File: config.mk
export PLATFORM = sky130hd
export DESIGN_NAME = rollback_guard
export DESIGN_NICKNAME = d
export VERILOG_FILES = /design/src/rtl/rbg_pkg.sv /design/src/rtl/rbg_popcount.sv /design/src/rtl/rbg_expect.sv /design/src/rtl/rollback_guard.sv
export SDC_FILE = /design/constraint.sdc
export NUM_CORES = 1
export LEC_CHECK = 0
export ABC_CLOCK_PERIOD_IN_PS = 2980
export BUFFER_PORTS_ARGS = -buffer_cell sky130_fd_sc_hd__buf_2
export CAP_MARGIN = 20
export CORE_UTILIZATION = 46
export CTS_BUF_LIST = sky130_fd_sc_hd__clkbuf_8 sky130_fd_sc_hd__clkbuf_16
export CTS_CLUSTER_SIZE = 8
export DETAILED_ROUTE_END_ITERATION = 8
export GPL_TIMING_DRIVEN = 0
export PLACE_DENSITY_LB_ADDON = 0.2
export SLEW_MARGIN = 25
export SYNTH_ARGS = -nofsm -noshare
export SYNTH_HDL_FRONTEND = slang
export SYNTH_SLANG_ARGS = --single-unit
File: constraint.sdc
create_clock -name clk -period 2.98 [get_ports clk]
set_clock_uncertainty 0.1 [all_clocks]
set_input_delay 0.149 -clock clk [delete_from_list [all_inputs] [get_ports clk]]
set_output_delay 0.149 -clock clk [all_outputs]
set_load 0.05 [all_outputs]
File: src/rtl/rbg_pkg.sv
package rbg_pkg;

    typedef enum logic [3:0] {
        ST_IDLE,
        ST_CHECK,
        ST_PGM_ON,
        ST_WR_LO,
        ST_WR_HI,
        ST_PGM_OFF,
        ST_MARK,
        ST_WDT,
        ST_CLEAR,
        ST_DONE,
        ST_PANIC
    } rbg_state_e;

    // Required burnt-fuse count per release index and unit class.
    function automatic logic [2:0] need_fuses(input logic [1:0] ver, input logic prod);
        if (prod)
            need_fuses = {1'b0, ver} + 3'd1;
        else
            need_fuses = {2'b00, ver[1]};
    endfunction

endpackage

File: src/rtl/rbg_popcount.sv
module rbg_popcount #(
    parameter int W     = 16,
    parameter int CNT_W = $clog2(W + 1)
) (
    input  logic [W-1:0]     bits,
    output logic [CNT_W-1:0] count
);
    logic [CNT_W-1:0] part [W+1];

    assign part[0] = '0;

    genvar g;
    generate
        for (g = 0; g < W; g++) begin : g_add
            assign part[g+1] = part[g] + CNT_W'(bits[g]);
        end
    endgenerate

    assign count = part[W];
endmodule

File: src/rtl/rbg_expect.sv
module rbg_expect #(
    parameter int FUSE_W   = 16,
    parameter int CNT_W    = $clog2(FUSE_W + 1),
    parameter logic [1:0] PROD_CFG = 2'd0
) (
    input  logic [1:0]        ver_idx,
    input  logic [1:0]        unit_cfg,
    output logic [CNT_W-1:0]  need,
    output logic [FUSE_W-1:0] pattern
);
    import rbg_pkg::*;

    logic       prod;
    logic [2:0] need3;

    assign prod  = (unit_cfg == PROD_CFG);
    assign need3 = need_fuses(ver_idx, prod);
    assign need  = CNT_W'(need3);

    // Thermometer pattern holding exactly need3 burnt fuses.
    always_comb begin
        pattern = '0;
        for (int i = 0; i < FUSE_W; i++)
            pattern[i] = (i < int'(need3));
    end
endmodule

File: src/rtl/rollback_guard.sv
module rollback_guard #(
    parameter int FUSE_W   = 16,
    parameter int OFF_W    = 8,
    parameter logic [OFF_W-1:0] OFF_LO = 8'h3A,
    parameter logic [OFF_W-1:0] OFF_HI = 8'h3C,
    parameter int SCR_W    = 8,
    parameter logic [SCR_W-1:0] MAGIC = 8'h21,
    parameter int CAUSE_W  = 2,
    parameter logic [CAUSE_W-1:0] CAUSE_WDT = 2'd1,
    parameter logic [1:0] PROD_CFG = 2'd0
) (
    input  logic               clk,
    input  logic               rst_n,
    input  logic               start,
    input  logic [1:0]         ver_idx,
    input  logic [1:0]         unit_cfg,
    input  logic [FUSE_W-1:0]  fuse_word,
    input  logic [CAUSE_W-1:0] rst_cause,
    input  logic [SCR_W-1:0]   scratch_rd,
    output logic               pgm_en,
    output logic               pgm_req,
    output logic [OFF_W-1:0]   pgm_off,
    output logic [FUSE_W-1:0]  pgm_data,
    output logic               scratch_we,
    output logic [SCR_W-1:0]   scratch_wdata,
    output logic               wdt_req,
    output logic               cause_clr,
    output logic               panic,
    output logic               done
);
    import rbg_pkg::*;

    localparam int CNT_W = $clog2(FUSE_W + 1);

    rbg_state_e       state, state_nx;
    logic [CNT_W-1:0] burnt;
    logic [CNT_W-1:0] need;
    logic [FUSE_W-1:0] pattern;
    logic             post_burn;

    rbg_popcount #(.W(FUSE_W), .CNT_W(CNT_W)) u_count (
        .bits  (fuse_word),
        .count (burnt)
    );

    rbg_expect #(.FUSE_W(FUSE_W), .CNT_W(CNT_W), .PROD_CFG(PROD_CFG)) u_expect (
        .ver_idx  (ver_idx),
        .unit_cfg (unit_cfg),
        .need     (need),
        .pattern  (pattern)
    );

    assign post_burn = (rst_cause == CAUSE_WDT) && (scratch_rd == MAGIC);

    always_ff @(posedge clk or negedge rst_n) begin
        if (!rst_n) state <= ST_IDLE;
        else        state <= state_nx;
    end

    always_comb begin
        state_nx = state;
        unique case (state)
            ST_IDLE:    if (start) state_nx = ST_CHECK;
            ST_CHECK: begin
                if (burnt > need)       state_nx = ST_PANIC;
                else if (post_burn)     state_nx = (burnt == need) ? ST_CLEAR : ST_PANIC;
                else if (burnt < need)  state_nx = ST_PGM_ON;
                else                    state_nx = ST_DONE;
            end
            ST_PGM_ON:  state_nx = ST_WR_LO;
            ST_WR_LO:   state_nx = ST_WR_HI;
            ST_WR_HI:   state_nx = ST_PGM_OFF;
            ST_PGM_OFF: state_nx = ST_MARK;
            ST_MARK:    state_nx = ST_WDT;
            ST_WDT:     state_nx = ST_WDT;
            ST_CLEAR:   state_nx = ST_DONE;
            ST_DONE:    state_nx = ST_DONE;
            ST_PANIC:   state_nx = ST_PANIC;
            default:    state_nx = ST_PANIC;
        endcase
    end

    always_comb begin
        pgm_en        = 1'b0;
        pgm_req       = 1'b0;
        pgm_off       = '0;
        pgm_data      = '0;
        scratch_we    = 1'b0;
        scratch_wdata = '0;
        wdt_req       = 1'b0;
        cause_clr     = 1'b0;
        panic         = 1'b0;
        done          = 1'b0;
        unique case (state)
            ST_PGM_ON: pgm_en = 1'b1;
            ST_WR_LO: begin
                pgm_en   = 1'b1;
                pgm_req  = 1'b1;
                pgm_off  = OFF_LO;
                pgm_data = pattern;
            end
            ST_WR_HI: begin
                pgm_en   = 1'b1;
                pgm_req  = 1'b1;
                pgm_off  = OFF_HI;
                pgm_data = pattern;
            end
            ST_MARK: begin
                scratch_we    = 1'b1;
                scratch_wdata = MAGIC;
            end
            ST_WDT:   wdt_req   = 1'b1;
            ST_CLEAR: cause_clr = 1'b1;
            ST_DONE:  done      = 1'b1;
            ST_PANIC: panic     = 1'b1;
            default: ;
        endcase
    end
endmodule

==> flow_metrics.tcl <==
set metrics [dict create \
    status "complete, but fails checks" \
    violations "setup timing" \
    start_util_pct 49.02 \
    fin_util_pct 74.45 \
    regMostFlops "state" \
    avgRoutedWirePerCell_um 9.803 \
    p_sw_share_pct 53.77 \
    largest_register_ff_count 4 \
    cp_top_family "adder cells" \
    min_period_ns 4.121 \
    finalHoldViolCount 0 \
    cpMostUsedCell "fa_1" \
    netlist_instances 137 \
    clock-sinks 4 \
    path_clk_slew_ns 0.03 \
    num_vias 1087 \
    p_int_uw 844.9 \
    grt_overflow 0 \
    clk_latency_ns 0.22 \
    row_count 17 \
    p_comb_share_pct 87.5 \
    grt_pass1_vias 936 \
    rr_worst_depth 5 \
    coreArea_sq_um 2233 \
    ys.flop_type "dfrtp_1" \
    yosys_warnings 0 \
    drtIter0Drc 16 \
    power.density_nw_per_um2 1099 \
    rsz0062_at_grt "yes" \
    syn_area_sq_um 1095 \
    slew_viol_final 0 \
    setup_viol 3 \
    track_usage_pct 18.65 \
    peakVddDrop_uv 780.6 \
    fin_ws_ns -1.141 \
    drc 0 \
    fin_hold_ws_ns 0.1612 \
    chipWidth_um 50.79 \
    syn_area_per_cell_sq_um 7.991 \
    root_buffer "clkbuf_8" \
    pin_count 72 \
    diodes 0 \
    via_per_inst 4.455 \
    antenna_found_initial 0 \
    seq_power_share_pct 6.2 \
    hold_path.class "primary input to asynchronous set/reset pin" \
    regToRegSetupSlack_ns 1.52 \
    die_y_um 50.79 \
    h-tree-depth 1 \
    cp-end-kind "flip-flop" \
    cp.arrival_ns 4.15 \
    cts_tree "done" \
    cp_max_fo 3 \
    async_flop_share_pct 100.0 \
    drt_wl_total_um 2392 \
    synth-edff-count 0 \
    grt_max_degree 11 \
    place_area_sq_um 1496 \
    slowest_stage "fa_1" \
    drv_cap 0 \
    switchingPower_uw 982.7 \
    r2r-start "state[1]" \
    p_leak_nw 0.9432 \
    drtAntennaViolNets 0 \
    ys_seq_area_share_pct 9.143 \
    post-route-cell-area_sq_um 1663 \
    nNetsFinal 270 \
    drt-pass1-iter-count 4 \
    ys_seq_elements 4 \
    crit_path_start_kind "primary input" \
    clk_path_buf_depth 2 \
    numCtsBuffers 3 \
    syn_to_final_growth_pct 51.89 \
    dieArea_sq_um 2579 \
    port-buffer-count 53 \
    path_class "primary input to flip-flop" \
    globalplace.congestion 0.7402 \
    grt_pass1_wl_um 3677 \
    path_cells "buf_6 -> inv_2 -> fa_1 -> fa_1 -> fa_1 -> fa_1 -> fa_2 -> fa_2 -> xnor2_2 -> ha_4 -> nand3_4 -> nor2_1 -> mux2i_1 -> nand4b_1 -> a221oi_2" \
    clockPowerShare_pct 6.3 \
    crit_buf_inv 2 \
    post-route-period-util_pct 138.3 \
    drive_above_1_share_pct 50.93 \
    max_freq_ghz 0.2427 \
    critPathRequiredTime_ns 3.01 \
    top_regs "state x4" \
    cpPeakStageDelay_ns 0.55 \
    dp_hpwl_um 2035 \
    reg2reg_to "state[0]" \
    yosysUniqueCellTypes 39 \
]
## area by class of cell
cell class              instances  area, sq um
clock buffers                   3        41.29
well taps                      28        35.03
plain buffers                  25        191.4
repair buffers                 59        341.6
inverters                      23        93.84
flip-flops and latches          4        100.1
fillers                       171        570.5
multi-input cells             102        859.6
## repair_timing
item / 4_1_cts / 5_1_grt
endpoints found under the hold margin: 4 / 0
gates resized for setup: 4 / 12
cloned: 0 / 0
endpoints found under the setup margin: 3 / 3
buffers inserted: 2 / 3
pin swaps: 8 / 5
hold buffers: 1 / 0
## per-layer routing
metal  up-vias  track usage, %  share of wire, %
met3         3           1.212               5.4
li1        556               -                 -
met4         0           5.556              0.79
met1       480           20.64                37
met2        48           37.11                57
met5         -               0                 0
## cell usage after synthesis (2+ instances only)
master	instances	area share, %
a21oi_1	9	4.1
buf_4	24	16
dfrtp_1	4	9.1
fa_1	10	18
ha_1	9	10
inv_1	22	7.5
mux2i_1	2	1.8
nand2_1	6	2.1
nand2b_1	5	2.9
nand3_1	2	0.91
nand3b_1	2	1.4
nor2_1	15	5.1
## stage by stage
step	setup TNS [ns]	total power, mW	setup WS (ns)	cells
finish	-3.405	1.828	-1.141	244
global route	-3.854	1.976	-1.294	244
CTS	-3.467	1.606	-1.263	241
detailed placement	-4.581	1.438	-1.661	235
global placement	-4.266	1.383	-1.576	235
floorplan	-3.316	1.208	-1.242	154
## worst register-to-register path, cell delays in order (launching register included)
cell and delay (ns):
dfrtp_1 0.38, buf_6 0.14, or2_4 0.27, nor2_2 0.12, nand4b_1 0.12, a221oi_2 0.24
## worst max-delay path by stage
stage                 start        to  slack, ns  cells past startpoint
5_1_grt        fuse_word[9]  state[0]      -1.29                     15
6_report       fuse_word[3]  state[0]      -1.14                     15
2_1_floorplan  fuse_word[5]  state[0]      -1.24                     14
3_5_place_dp   fuse_word[5]  state[0]      -1.66                     15
4_1_cts        fuse_word[7]  state[0]      -1.26                     15
3_3_place_gp   fuse_word[5]  state[0]      -1.58                     15
## logic make-up after synthesis
family,Yosys count,synth area share [%]
buf+inv,48,25.37
simple gates,45,24.00
fa+ha+maj,19,28.57
compound gates,17,9.943
flops,4,9.143
mux,2,1.829
other cells,1,0.3425
xor+xnor,1,0.8001
## layout by cell type (no fill, tap or decap), types with 6 or more instances in the layout
master / Yosys / final
a21oi_1: 9 / 8
inv_2: 1 / 6
conb_1: 1 / 18
ha_1: 9 / 7
fa_1: 10 / 8
nor2_1: 15 / 15
buf_4: 24 / 28
buf_6: 1 / 6
buf_2: 0 / 49
inv_1: 22 / 16
nand2_1: 6 / 6
## power groups by stage
| stage | logic [mW] | clock network (mW) | registers, mW |
|---|---|---|---|
| 4_1_cts | 1.38 | 0.115 | 0.112 |
| 6_report | 1.60 | 0.114 | 0.114 |
| 5_1_grt | 1.74 | 0.121 | 0.117 |
| 3_3_place_gp | 1.27 | 0 | 0.109 |
| 2_1_floorplan | 1.10 | 0 | 0.104 |
| 3_5_place_dp | 1.33 | 0 | 0.113 |
Note: power is estimated with default switching activity, not from simulation.
